===== config.mk =====
export PLATFORM = sky130hd
export DESIGN_NAME = phy_lpbk_ctrl
export DESIGN_NICKNAME = d
export VERILOG_FILES = /design/src/rtl/phy_lpbk_pkg.sv /design/src/rtl/phy_lpbk_regs.sv /design/src/rtl/phy_lpbk_mux.sv /design/src/rtl/phy_lpbk_ctrl.sv
export SDC_FILE = /design/constraint.sdc
export NUM_CORES = 1
export LEC_CHECK = 0
export BUFFER_PORTS_ARGS = -buffer_cell sky130_fd_sc_hd__buf_2
export CAP_MARGIN = 20
export CORE_MARGIN = 2
export CORE_UTILIZATION = 41
export CTS_BUF_LIST = sky130_fd_sc_hd__clkbuf_4 sky130_fd_sc_hd__clkbuf_8 sky130_fd_sc_hd__clkbuf_16
export CTS_CLUSTER_DIAMETER = 150
export DETAILED_ROUTE_END_ITERATION = 10
export PLACE_DENSITY = 0.93
export SLEW_MARGIN = 20
export SYNTH_ARGS = -nofsm -noshare
export SYNTH_HDL_FRONTEND = slang
export SYNTH_SLANG_ARGS = --single-unit

===== constraint.sdc =====
create_clock -name clk -period 2.3 [get_ports clk]
set_input_delay 0.69 -clock clk [delete_from_list [all_inputs] [get_ports clk]]
set_output_delay 0.69 -clock clk [all_outputs]
set_load 0.05 [all_outputs]

===== src/rtl/phy_lpbk_pkg.sv =====
// Package: shared bit positions, selector codes and the test-field record
// for the loopback controller.
package phy_lpbk_pkg;

    // Bit positions inside the management registers
    localparam int CTRL_LPBK_BIT = 14;
    localparam int STAT_LPBK_BIT = 3;
    localparam int LBR_SEL_LSB   = 7;
    localparam int LBR_SEL_W     = 3;
    localparam int LBR_DIG_BIT   = 6;
    localparam int LBR_A100_BIT  = 5;
    localparam int LBR_A10_BIT   = 4;

    // Selector codes
    localparam logic [LBR_SEL_W-1:0] SEL_NORMAL = 3'b000;
    localparam logic [LBR_SEL_W-1:0] SEL_FIBER  = 3'b011;

    // Stored contents of the loopback-and-bypass register
    typedef struct packed {
        logic [LBR_SEL_W-1:0] sel;
        logic                 dig;
        logic                 ana100;
        logic                 ana10;
    } lbr_fields_t;

endpackage


===== src/rtl/phy_lpbk_regs.sv =====
// Module: phy_lpbk_regs
// Holds the loopback enable and the loopback-and-bypass fields. It applies
// the rule that the general mode and the finer modes exclude each other,
// and it serves combinational reads.
// Assumes: DATA_W >= 16 and that the three addresses are distinct.
module phy_lpbk_regs
    import phy_lpbk_pkg::*;
#(
    parameter int ADDR_W = 5,
    parameter int DATA_W = 16,
    parameter logic [ADDR_W-1:0] CTRL_ADDR = 5'd0,
    parameter logic [ADDR_W-1:0] STAT_ADDR = 5'd16,
    parameter logic [ADDR_W-1:0] LBR_ADDR  = 5'd23
) (
    input  logic              clk,
    input  logic              rst_n,
    input  logic              strap_fiber_i,
    input  logic              we_i,
    input  logic [ADDR_W-1:0] addr_i,
    input  logic [DATA_W-1:0] wdata_i,
    output logic [DATA_W-1:0] rdata_o,
    output logic              lpbk_o,
    output lbr_fields_t       lbr_o
);

    logic        lpbk_q;
    lbr_fields_t lbr_q;
    logic        unused_wdata_bits;

    assign unused_wdata_bits = ^wdata_i;

    // Register updates: a control write clears the test fields, and loopback locks them
    always_ff @(posedge clk) begin
        if (!rst_n) begin
            lpbk_q       <= 1'b0;
            lbr_q.sel    <= strap_fiber_i ? SEL_FIBER : SEL_NORMAL;
            lbr_q.dig    <= 1'b0;
            lbr_q.ana100 <= 1'b0;
            lbr_q.ana10  <= 1'b0;
        end else if (we_i) begin
            if (addr_i == CTRL_ADDR) begin
                lpbk_q    <= wdata_i[CTRL_LPBK_BIT];
                lbr_q.sel <= SEL_NORMAL;
                lbr_q.dig <= 1'b0;
            end else if (addr_i == LBR_ADDR) begin
                if (!lpbk_q) begin
                    lbr_q.sel <= wdata_i[LBR_SEL_LSB +: LBR_SEL_W];
                    lbr_q.dig <= wdata_i[LBR_DIG_BIT];
                end
                lbr_q.ana100 <= wdata_i[LBR_A100_BIT];
                lbr_q.ana10  <= wdata_i[LBR_A10_BIT];
            end
        end
    end

    // Read mux: analog enables read as set while loopback is active
    always_comb begin
        rdata_o = '0;
        if (addr_i == CTRL_ADDR) begin
            rdata_o[CTRL_LPBK_BIT] = lpbk_q;
        end else if (addr_i == STAT_ADDR) begin
            rdata_o[STAT_LPBK_BIT] = lpbk_q;
        end else if (addr_i == LBR_ADDR) begin
            rdata_o[LBR_SEL_LSB +: LBR_SEL_W] = lbr_q.sel;
            rdata_o[LBR_DIG_BIT]              = lbr_q.dig;
            rdata_o[LBR_A100_BIT]             = lbr_q.ana100 | lpbk_q;
            rdata_o[LBR_A10_BIT]              = lbr_q.ana10  | lpbk_q;
        end
    end

    assign lpbk_o = lpbk_q;
    assign lbr_o  = lbr_q;

endmodule


===== src/rtl/phy_lpbk_mux.sv =====
// Module: phy_lpbk_mux
// Registered steering of the MII nibbles. With loopback on, transmit data
// returns on the receive side and the media side is silent. At 10 Mb/s,
// transmit data is echoed to the receive side while the MAC transmits.
// Assumes: one register stage on every output is acceptable.
module phy_lpbk_mux #(
    parameter int NIB_W = 4
) (
    input  logic             clk,
    input  logic             rst_n,
    input  logic             lpbk_i,
    input  logic             speed100_i,
    input  logic             tx_en_i,
    input  logic [NIB_W-1:0] txd_i,
    input  logic             line_rx_dv_i,
    input  logic [NIB_W-1:0] line_rxd_i,
    output logic             rx_dv_o,
    output logic [NIB_W-1:0] rxd_o,
    output logic             media_tx_en_o,
    output logic [NIB_W-1:0] media_txd_o
);

    logic echo10;

    // A 10 Mb/s transmission is echoed to the receive side
    always_comb echo10 = !speed100_i && tx_en_i;

    // Output stage: pick the receive source and gate the media side
    always_ff @(posedge clk) begin
        if (!rst_n) begin
            rx_dv_o       <= 1'b0;
            rxd_o         <= '0;
            media_tx_en_o <= 1'b0;
            media_txd_o   <= '0;
        end else if (lpbk_i) begin
            rx_dv_o       <= tx_en_i;
            rxd_o         <= txd_i;
            media_tx_en_o <= 1'b0;
            media_txd_o   <= '0;
        end else begin
            media_tx_en_o <= tx_en_i;
            media_txd_o   <= txd_i;
            if (echo10) begin
                rx_dv_o <= tx_en_i;
                rxd_o   <= txd_i;
            end else begin
                rx_dv_o <= line_rx_dv_i;
                rxd_o   <= line_rxd_i;
            end
        end
    end

endmodule


===== src/rtl/phy_lpbk_ctrl.sv =====
// Module: phy_lpbk_ctrl (top)
// Loopback test-mode controller. It joins the register file to the MII
// steering stage.
// Assumes: a management frame decoder drives the register port.
module phy_lpbk_ctrl
    import phy_lpbk_pkg::*;
#(
    parameter int ADDR_W = 5,
    parameter int DATA_W = 16,
    parameter int NIB_W  = 4,
    parameter logic [ADDR_W-1:0] CTRL_ADDR = 5'd0,
    parameter logic [ADDR_W-1:0] STAT_ADDR = 5'd16,
    parameter logic [ADDR_W-1:0] LBR_ADDR  = 5'd23
) (
    input  logic              clk,
    input  logic              rst_n,
    input  logic              strap_fiber_i,
    input  logic              speed100_i,
    input  logic              reg_we_i,
    input  logic [ADDR_W-1:0] reg_addr_i,
    input  logic [DATA_W-1:0] reg_wdata_i,
    output logic [DATA_W-1:0] reg_rdata_o,
    input  logic              tx_en_i,
    input  logic [NIB_W-1:0]  txd_i,
    input  logic              line_rx_dv_i,
    input  logic [NIB_W-1:0]  line_rxd_i,
    output logic              rx_dv_o,
    output logic [NIB_W-1:0]  rxd_o,
    output logic              media_tx_en_o,
    output logic [NIB_W-1:0]  media_txd_o
);

    logic        lpbk_en;
    lbr_fields_t lbr_cur;

    phy_lpbk_regs #(
        .ADDR_W(ADDR_W), .DATA_W(DATA_W),
        .CTRL_ADDR(CTRL_ADDR), .STAT_ADDR(STAT_ADDR), .LBR_ADDR(LBR_ADDR)
    ) u_regs (
        .clk(clk), .rst_n(rst_n), .strap_fiber_i(strap_fiber_i),
        .we_i(reg_we_i), .addr_i(reg_addr_i), .wdata_i(reg_wdata_i),
        .rdata_o(reg_rdata_o), .lpbk_o(lpbk_en), .lbr_o(lbr_cur)
    );

    phy_lpbk_mux #(.NIB_W(NIB_W)) u_mux (
        .clk(clk), .rst_n(rst_n), .lpbk_i(lpbk_en), .speed100_i(speed100_i),
        .tx_en_i(tx_en_i), .txd_i(txd_i),
        .line_rx_dv_i(line_rx_dv_i), .line_rxd_i(line_rxd_i),
        .rx_dv_o(rx_dv_o), .rxd_o(rxd_o),
        .media_tx_en_o(media_tx_en_o), .media_txd_o(media_txd_o)
    );

endmodule


==> metrics.cfg, run 1 <==
[run_status]
status=completed

[drt]
via_count=719
viasPerCell=4.55
wirelength_um=1750
drt-pass1-iter-count=4
drt_iter0_markers=10
drc=0
drt.antenna.violating_nets=0
wl_per_cell_um=11.1

[timing]
fin_crit_ns=2.24
hold_viol=0
slew_viol_final=0
finalCritPeriodShare_pct=97.5
setup_viol=0
timing.final.ws_setup_ns=0.0575
tns_ns=0
fin_skew_ns=0.00589
max_freq_ghz=0.446

[cts]
cts-root-buf=clkbuf_4
h-tree-depth=1
tritoncts=built
cts_sinks=17
numCtsBuffers=3
cts.path.max_buffers=2
path_clk_slew_ns=0.09
clock_latency_ns=0.29

[finish]
drive_gt1_share_pct=45.0
n_antenna_cell=0
num-nets-final=168
syn2layout_area_growth_pct=35.1
final_util_pct=57.5

[placement]
portBuffers=44
pre_cts_ws_ns=-0.00404
hpwl_um=1410
place.gp.congestion=0.720

[synthesis]
synth_most_common_cell=dfxtp_1
netlist.top_cell.by_area=dfxtp_1
netlist_area_um2=810
yosysWarnings=0
synth_edf_count=3
synth_area_per_cell_um2=9.64
yosysUniqueCellTypes=27
synthTopCellsByArea=dfxtp_1 (35%), edfxtp_1 (11%), buf_4 (7.4%)
synth_common_cells=dfxtp_1 (14), buf_4 (8), and2_1 (7), nand2_1 (7), nor2b_1 (6)
seq_area_frac_synth_pct=45.7
postSynthCellCount=84
synth-seq-cells=17
synth_async_sr_flop_share_pct=0
synth_top_flop_cell=dfxtp_1
synth.top_cell.area_share_pct=34.6

[floorplanning]
dieHeight_um=48.4
start_util_pct=42.6
pin_count=62
dieArea_um2=2350
core_area_um2=1900
die_w_um=48.4
rows=16

[worst_hold_path]
min_to=u_regs.lbr_o[0]$_SDFFE_PN0P_
hp-class=reg -> reg
hold-path-cell-count=2
min_from=u_regs.lbr_o[0]$_SDFFE_PN0P_

[worst_setup_path]
ff2ff_path_depth=3
endpoint_kind=output port
required_ns=1.61
path_class=in -> out
r2r_slack_ns=1.16
crit_chain=buf_2 -> nor4_4 -> and3_2 -> clkbuf_4
slowest_stage=nor4_4
crit_buf_inv=2
critical_path_arrival_ns=1.55
critPathMaxStageDelay_ns=0.30
crit_path_max_fanout=3
start_kind=input port
cp_top_family=simple AND/OR/NAND/NOR gates
crit_cells=4
timing.rr.start=u_regs.lpbk_o$_SDFFE_PN0P_
r2r-end=u_mux.rxd_o[0]$_SDFF_PN0_

[grt]
grt_overflow=0
grt_pass1_vias=691
grt_pass1_wl_um=2860
grt_max_degree=19
grt_usage_pct=15.6
grt_antenna_before_repair=0

[power_and_ir_drop]
irDropWorstVdd_uv=271
power_uw=618
power.leakage_uw=0.000562
power_density_nw_per_um2=565

[run]
drv_cap=0

-- worst register-to-register path: cells and delay by family, from the launching register on --
family             cells  cell delay (ns)
muxes                  1             0.24
and+or+nand+nor        1             0.06
DFF                    1             0.43
AOI/OAI and AO/OA      1             0.33
-- metrics by stage --
stage / cell area [um2] / hold slack, ns / instances
2_1_floorplan: 838 / 0.446 / 91
3_3_place_gp: 1040 / 0.459 / 154
3_5_place_dp: 1040 / 0.476 / 154
4_1_cts: 1080 / 0.489 / 158
5_1_grt: 1090 / 0.521 / 158
6_report: 1090 / 0.481 / 158
-- flip-flops by register name, indices dropped and copies added, names as in the netlist --
name / count
u_mux.rxd_o: 4
u_mux.rx_dv_o: 1
u_mux.media_tx_en_o: 1
u_regs.lpbk_o: 1
u_mux.media_txd_o: 4
u_regs.lbr_o: 6
-- cells in the final DEF, fill, tap and decap left out --
cell type	n
o211ai_1	1
buf_2	36
inv_1	2
nor2_1	1
nand2_1	7
o21ai_0	5
nor2b_1	6
and2_4	1
conb_1	8
o21a_1	2
a21boi_1	1
nand2b_1	1
clkinv_2	1
clkbuf_4	9
and3_2	1
o21ai_1	1
mux2i_1	5
dfxtp_1	14
nor2_2	1
and2_1	6
nand3_2	1
edfxtp_1	3
o2111ai_1	1
a21boi_0	1
and3b_2	1
and3_1	4
buf_4	5
nand3_1	3
a21oi_2	1
nand3b_2	1
nor4_4	1
-- cell families (layout without fill, tap and decap cells) --
group,Yosys count,after routing,share of synthesized area [%]
simple gates,35,35,27.4
flops,17,17,45.8
compound gates,13,13,10.5
buf+inv,13,53,9.74
mux,5,5,6.18
other cells,1,8,0.463
-- power by group --
part	switching, uW	total, uW	internal [uW]
combinational	103	144	41.8
sequential	3.01	321	318
clock	87.6	152	64.6
total	193	618	424
-- final cells by class --
class                   instances  area, um2
inverters                       2       7.51
multi-input cells              61        392
repair buffers                 47        263
fillers                       176        808
clock inverters                 1       5.00
flip-flops and latches         17        370
well taps                      27       33.8
clock buffers                   3       22.5
-- routing by layer --
| layer | GRT usage [%] | part of all wire, % | vias to the layer above |
|---|---|---|---|
| met2 | 30.6 | 56 | 26 |
| met3 | 1.54 | 5.5 | 2 |
| met1 | 15.4 | 37 | 328 |
| met5 | 0 | 0 | - |
| met4 | 10.0 | 0.68 | 0 |
| li1 | - | - | 363 |
-- repair_timing --
item	in CTS	in global routing
endpoints found under the hold margin	0	0
endpoints found under the setup margin	2	8
buffers inserted	0	0
resized for setup	2	7
hold buffers	0	0
gates cloned	0	0
-- worst max-delay path by stage --
| stage | to | startpoint |
|---|---|---|
| CTS | reg_rdata_o[3] | reg_addr_i[1] |
| floorplan | reg_rdata_o[4] | reg_addr_i[3] |
| global placement | reg_rdata_o[5] | reg_addr_i[3] |
| global route | reg_rdata_o[7] | reg_addr_i[3] |
| detailed placement | reg_rdata_o[4] | reg_addr_i[3] |
| finish | reg_rdata_o[3] | reg_addr_i[1] |
Power figures use the tool's default switching activity.
==> inputs of run 2 (changes only) <==
- ABC_AREA: default -> 1
- MAX_ROUTING_LAYER: default -> met4
- PLACE_DENSITY: 0.93 -> 0.94
==> run 2 against run 1 <==
Setup slack worse by 0.012 ns; clock power is 5% higher; synthesized area is 2.2% lower; clock skew is 0.0067 ns higher; critical path type unchanged; largest power group unchanged.
==> metrics.cfg, run 2 <==
[placement]
portBuffers=44  ; unchanged
hpwl_um=1480  ; +4.8%
pre_cts_ws_ns=0.0626  ; +0.0666 ns
postPlaceCellArea_um2=1020  ; -2.6%
place.gp.congestion=0.834  ; +16%

[floorplanning]
rows=15  ; -1
die_w_um=48.0  ; -1.0%
dieArea_um2=2300  ; -2.0%
dieHeight_um=48.0  ; -1.0%
pin_count=62  ; unchanged
start_util_pct=44.9  ; +2.3 points
core_area_um2=1760  ; -7.2%

[cts]
numCtsBuffers=3  ; unchanged
path_clk_slew_ns=0.09  ; about the same
hold_buffers=0  ; unchanged
cts-root-buf=clkbuf_4
clock_latency_ns=0.30  ; about the same
tritoncts=built
h-tree-depth=1  ; unchanged
cts.path.max_buffers=2  ; unchanged
cts_sinks=17  ; unchanged
cts_setup_buffers=0  ; unchanged

[finish]
final_util_pct=59.9  ; +2.4 points
fill_cells=172  ; -2.3%
final_common_cell=buf_2
drive_gt1_share_pct=42.9  ; -2.2 points
layout_common_cells=buf_2 (39), inv_1 (15), dfxtp_1 (14), nor2_1 (13)
largest_reg_flops=6  ; unchanged
syn2layout_area_growth_pct=33.3
n_antenna_cell=0  ; unchanged
final-seq-area_um2=370  ; unchanged
multiInputGateArea_um2=323  ; -18%
fin_area_um2=1060  ; -3.4%
num-nets-final=184  ; +9.5%

[synthesis]
synth_edf_count=3  ; unchanged
synth.top_cell.area_share_pct=35.4  ; +0.77 points
synth_top_flop_cell=dfxtp_1
synth_async_sr_flop_share_pct=0  ; unchanged
yosysWarnings=0  ; unchanged
postSynthCellCount=100  ; +19%
netlist_area_um2=792  ; -2.2%
synthTopCellsByArea=dfxtp_1 (35%), edfxtp_1 (11%), buf_4 (7.6%)
synth_common_cells=inv_1 (15), dfxtp_1 (14), nor2_1 (13)
netlist.top_cell.by_area=dfxtp_1
synth_most_common_cell=inv_1
seq_area_frac_synth_pct=46.8  ; +1.0 points
yosysUniqueCellTypes=21  ; -22%
synth-seq-cells=17  ; unchanged
synth_area_per_cell_um2=7.92  ; -18%

[worst_hold_path]
hp-class=reg -> reg
min_from=u_regs.lbr_o[0]$_SDFFE_PN0P_

[grt]
grt_max_degree=15  ; -4
grt_usage_pct=17.0  ; +1.4 points
grt_antenna_before_repair=0  ; unchanged
grt_pass1_wl_um=2620  ; -8.7%
grt_pass1_vias=658  ; -4.8%
grt_overflow=0  ; unchanged

[worst_setup_path]
path_class=in -> out
critical_path_arrival_ns=1.56  ; about the same
endpoint_kind=output port
start_kind=input port
slowest_stage=buf_2
cp_top_family=simple AND/OR/NAND/NOR gates
r2r_slack_ns=1.22  ; +0.06 ns
required_ns=1.61  ; about the same
crit_top_cell=buf_2
timing.rr.start=u_regs.lpbk_o$_SDFFE_PN0P_
crit_path_max_fanout=3  ; unchanged
critPathMaxStageDelay_ns=0.28  ; -0.02 ns
startpoint=reg_addr_i[3]
crit_buf_inv=2  ; unchanged
crit_chain=buf_2 -> nor2_2 -> nand2_1 -> nor3b_2 -> buf_2

[timing]
fin_crit_ns=2.25  ; +0.0116 ns
setup_viol=0  ; unchanged
hold_viol=0  ; unchanged
finalCritPeriodShare_pct=98.0  ; +0.51 points
max_freq_ghz=0.444  ; -0.52%
fin_skew_ns=0.0126  ; +0.00672 ns
slew_viol_final=0  ; unchanged
timing.final.ws_setup_ns=0.0459  ; -0.0116 ns
tns_ns=0  ; unchanged

[power_and_ir_drop]
irDropWorstVdd_uv=297  ; +9.4%
power.leakage_uw=0.000560  ; -0.47%
power_density_nw_per_um2=595  ; +5.4%
power_uw=628  ; +1.8%

[drt]
drt-pass1-iter-count=4  ; unchanged
wl_per_cell_um=11.0  ; -1.1%
drc=0  ; unchanged
via_count=795  ; +11%
wirelength_um=1890  ; +7.7%
drt_iter0_markers=17  ; +7
viasPerCell=4.62  ; +1.6%
drt.antenna.violating_nets=0  ; unchanged

[run]
drv_cap=0  ; unchanged

[run_status]
status=completed

==> run 2: repair_timing <==
item,CTS,global route
setup endpoints to repair,0,5
endpoints found under the hold margin,0,0
resized for setup,0,8
==> run 2: cell families (layout without fill, tap and decap cells) <==
kind of cell / Yosys count / in the layout / synth area share [%]
AND/OR/NAND/NOR: 37 / 37 / 22.7
flip-flops: 17 / 17 / 46.8
AO/OA/AOI/OAI: 19 / 19 / 13.0
other: 1 / 8 / 0.473
buffers and inverters: 26 / 66 / 17.1
==> run 2: per-layer routing <==
| layer | routed length (um) | GRT usage, % |
|---|---|---|
| met1 | 726 | 16.8 |
| met4 | 27 | 8.11 |
| met3 | 131 | 4.53 |
| met2 | 1000 | 30.4 |
| met5 | 0 | - |
==> run 2: layout make-up <==
cell class                 count  share of cell area [%]
inverter                      17                    6.04
multi-input combinational     64                    30.6
clock buffer                   3                    2.13
tap                           25                    2.96
timing repair buffer          45                    22.7
clock inverter                 1                   0.474
sequential                    17                    35.1
==> run 2: path summary, 6_finish.rpt <==
kind                                                     end  cells after the start
worst max-delay path                          reg_rdata_o[3]                      5
worst min-delay path            u_regs.lbr_o[0]$_SDFFE_PN0P_                      2
worst max register to register     u_mux.rxd_o[1]$_SDFF_PN0_                      4
worst min register to register  u_regs.lbr_o[0]$_SDFFE_PN0P_                      2
==> run 2: power breakdown <==
group / internal (uW) / leakage, uW / switching [uW]
logic: 36.5 / 0.000397 / 111
clock network: 64.7 / 0.0000177 / 94.3
registers: 319 / 0.000145 / 3.49
==> run 2: worst register-to-register path: cells and delay by family, from the launching register on <==
family	cells	cell delay, ns
DFF	1	0.32
buffers and inverters	1	0.21
AOI/OAI and AO/OA	3	0.44
==> run 2: stage by stage <==
stage	hold WS, ns	std cells
2_1_floorplan	0.429	107
3_3_place_gp	0.444	168
6_report	0.461	172
5_1_grt	0.496	172
4_1_cts	0.464	172
3_5_place_dp	0.451	168
==> inputs of run 3 (changes only) <==
- BUFFER_PORTS_ARGS: -buffer_cell sky130_fd_sc_hd__buf_2 -> default
- CORE_UTILIZATION: 41 -> 50
- DONT_BUFFER_PORTS: default -> 1
- PLACE_DENSITY: 0.94 -> 0.76
==> run 3 against run 2 <==
Global-route usage is 0.052 points lower; cell count shrank 27%; clock skew decreased by 0.012 ns; critical path type unchanged.
==> metrics.cfg, run 3 (synthesis results as in run 2) <==
[run_status]
status=completed

[cts]
h-tree-depth=1  ; unchanged
cts-root-buf=clkbuf_4
cts_setup_buffers=0  ; unchanged
cts.path.max_buffers=2  ; unchanged
numCtsBuffers=3  ; unchanged
cts_sinks=17  ; unchanged
tritoncts=built
cts_resized=0  ; unchanged
clock_latency_ns=0.28  ; -0.02 ns
hold_buffers=0  ; unchanged
path_clk_slew_ns=0.10  ; about the same

[finish]
syn2layout_area_growth_pct=9.16
final_cell_count_no_fill=126  ; -27%
n_antenna_cell=0  ; unchanged
fin_area_um2=865  ; -18%
largest_reg_flops=6  ; unchanged
drive_gt1_share_pct=23.6  ; -19 points
final_common_cell=inv_1
layout_common_cells=inv_1 (15), dfxtp_1 (14), nor2_1 (13), nand2_1 (9), a21oi_1 (9)
num-nets-final=147  ; -20%
fill_cells=145  ; -16%

[worst_setup_path]
endpoint_kind=output port
ff2ff_path_depth=4  ; unchanged
r2r-end=u_mux.rxd_o[0]$_SDFF_PN0_
start_kind=input port
required_ns=1.61  ; about the same
timing.rr.start=u_regs.lpbk_o$_SDFFE_PN0P_
slowest_stage=buf_4
path_class=in -> out
critical_path_arrival_ns=1.39  ; -0.17 ns
critPathMaxStageDelay_ns=0.21  ; -0.07 ns
r2r_slack_ns=1.26  ; +0.04 ns
crit_path_max_fanout=10  ; +7
crit_chain=nand2_1 -> nor2_2 -> nand2_2 -> a21oi_1 -> buf_4

[power_and_ir_drop]
power_density_nw_per_um2=674  ; +13%
power.leakage_uw=0.000406  ; -28%
clkPwrFrac_pct=26.5  ; +1.2 points
p_int_uw=397  ; -5.5%
irDropWorstVdd_uv=355  ; +20%
p_seq_share_pct=62.2  ; +11 points
switching_share_pct=31.9  ; -1.2 points
switchingPower_uw=186  ; -11%
combPwrFrac_pct=11.3  ; -12 points

[timing]
max_freq_ghz=0.482  ; +8.6%
hold_viol=0  ; unchanged
fin_skew_ns=0.000792  ; -0.0118 ns
hold_ws_ns=0.458  ; -0.00295 ns
setup_viol=0  ; unchanged
grt_setup_unrepaired=false
slew_viol_final=0  ; unchanged
finalCritPeriodShare_pct=90.2  ; -7.8 points
fin_crit_ns=2.08  ; -0.179 ns

[floorplanning]
pin_count=62  ; unchanged
rows=14  ; -1
core_area_um2=1490  ; -16%
die_w_um=43.8  ; -8.7%
start_util_pct=53.2  ; +8.3 points
dieHeight_um=43.8  ; -8.7%
dieArea_um2=1920  ; -17%

[grt]
grt_pass1_wl_um=2320  ; -11%
grt_usage_pct=16.9  ; -0.052 points
grt_antenna_before_repair=0  ; unchanged
grt_pass1_vias=562  ; -15%
grt_overflow=0  ; unchanged
grt_max_degree=15  ; unchanged

[drt]
viasPerCell=4.95  ; +7.1%
drt.antenna.violating_nets=0  ; unchanged
wl_per_cell_um=11.3  ; +3.3%
wirelength_um=1430  ; -24%
drt_iter0_markers=7  ; -10
drc=0  ; unchanged
drt-pass1-iter-count=4  ; unchanged
via_count=624  ; -22%

[placement]
hpwl_um=1150  ; -22%
postPlaceCellArea_um2=837  ; -18%
place.gp.congestion=0.668  ; -20%
dp.cells=122  ; -27%
portBuffers=0  ; -100%

[run]
drv_cap=0  ; unchanged

[worst_hold_path]
hold-path-cell-count=2  ; unchanged
min_to=u_regs.lbr_o[1]$_SDFFE_PN0P_
hp-class=reg -> reg
min_from=u_regs.lbr_o[1]$_SDFFE_PN0P_

run 3: cell count changes in the layout (fill, tap and decap cells not counted), sizes merged:
cell,before,now
clkbuf,5,3
buf,43,8
run 3: through the flow:
step / setup slack [ns] / power [uW] / setup TNS, ns / utilization (%)
6_report: 0.225 / 583 / 0 / 58.1
5_1_grt: 0.144 / 611 / 0 / 58.1
4_1_cts: 0.218 / 590 / 0 / 58.1
3_5_place_dp: 0.227 / 436 / 0 / 56.2
3_3_place_gp: 0.247 / 434 / 0 / 56.2
2_1_floorplan: -0.147 / 442 / -0.410 / -
run 3: how the worst max path moves through the flow:
| stage | start | end | slack [ns] | cells after the start |
|---|---|---|---|---|
| after floorplan | reg_addr_i[0] | reg_rdata_o[4] | -0.15 | 4 |
| after global placement | reg_addr_i[0] | reg_rdata_o[5] | 0.25 | 5 |
| after detailed placement | reg_addr_i[0] | reg_rdata_o[5] | 0.23 | 5 |
| after CTS | reg_addr_i[0] | reg_rdata_o[5] | 0.22 | 5 |
| after global routing | reg_addr_i[0] | reg_rdata_o[5] | 0.14 | 5 |
| final | reg_addr_i[0] | reg_rdata_o[5] | 0.22 | 5 |
run 3: metal layers:
| layer | share of wire (%) | vias up | GRT usage, % | routed length (um) |
|---|---|---|---|---|
| li1 | - | 319 | - | - |
| met1 | 38 | 283 | 19.1 | 539 |
| met2 | 55 | 20 | 27.4 | 787 |
| met3 | 6.4 | 2 | 4.17 | 91 |
| met4 | 0.77 | 0 | 9.09 | 11 |
| met5 | 0 | - | - | 0 |
run 3: critical path: cells and delay by family:
| family | cells | cell delay (ns) |
|---|---|---|
| AO/OA/AOI/OAI | 1 | 0.15 |
| buffers and inverters | 1 | 0.21 |
| AND/OR/NAND/NOR | 3 | 0.32 |
run 3: final cells by class:
class,count,area (um2),area share (%)
Sequential cell,17,370,42.8
Multi-Input combinational cell,64,323,37.3
Inverter,17,63.8,7.38
Timing Repair Buffer,8,60.1,6.95
Clock buffer,3,22.5,2.60
Tap cell,16,20.0,2.32
Clock inverter,1,5.00,0.579
run 3: power by group through the flow:
| stage | sequential, uW | clock, uW | combinational, uW |
|---|---|---|---|
| final | 363 | 155 | 65.9 |
| after CTS | 363 | 161 | 65.9 |
| after floorplan | 368 | 0 | 73.6 |
| after global routing | 364 | 173 | 73.8 |
| after global placement | 370 | 0 | 64.3 |
| after detailed placement | 370 | 0 | 65.8 |
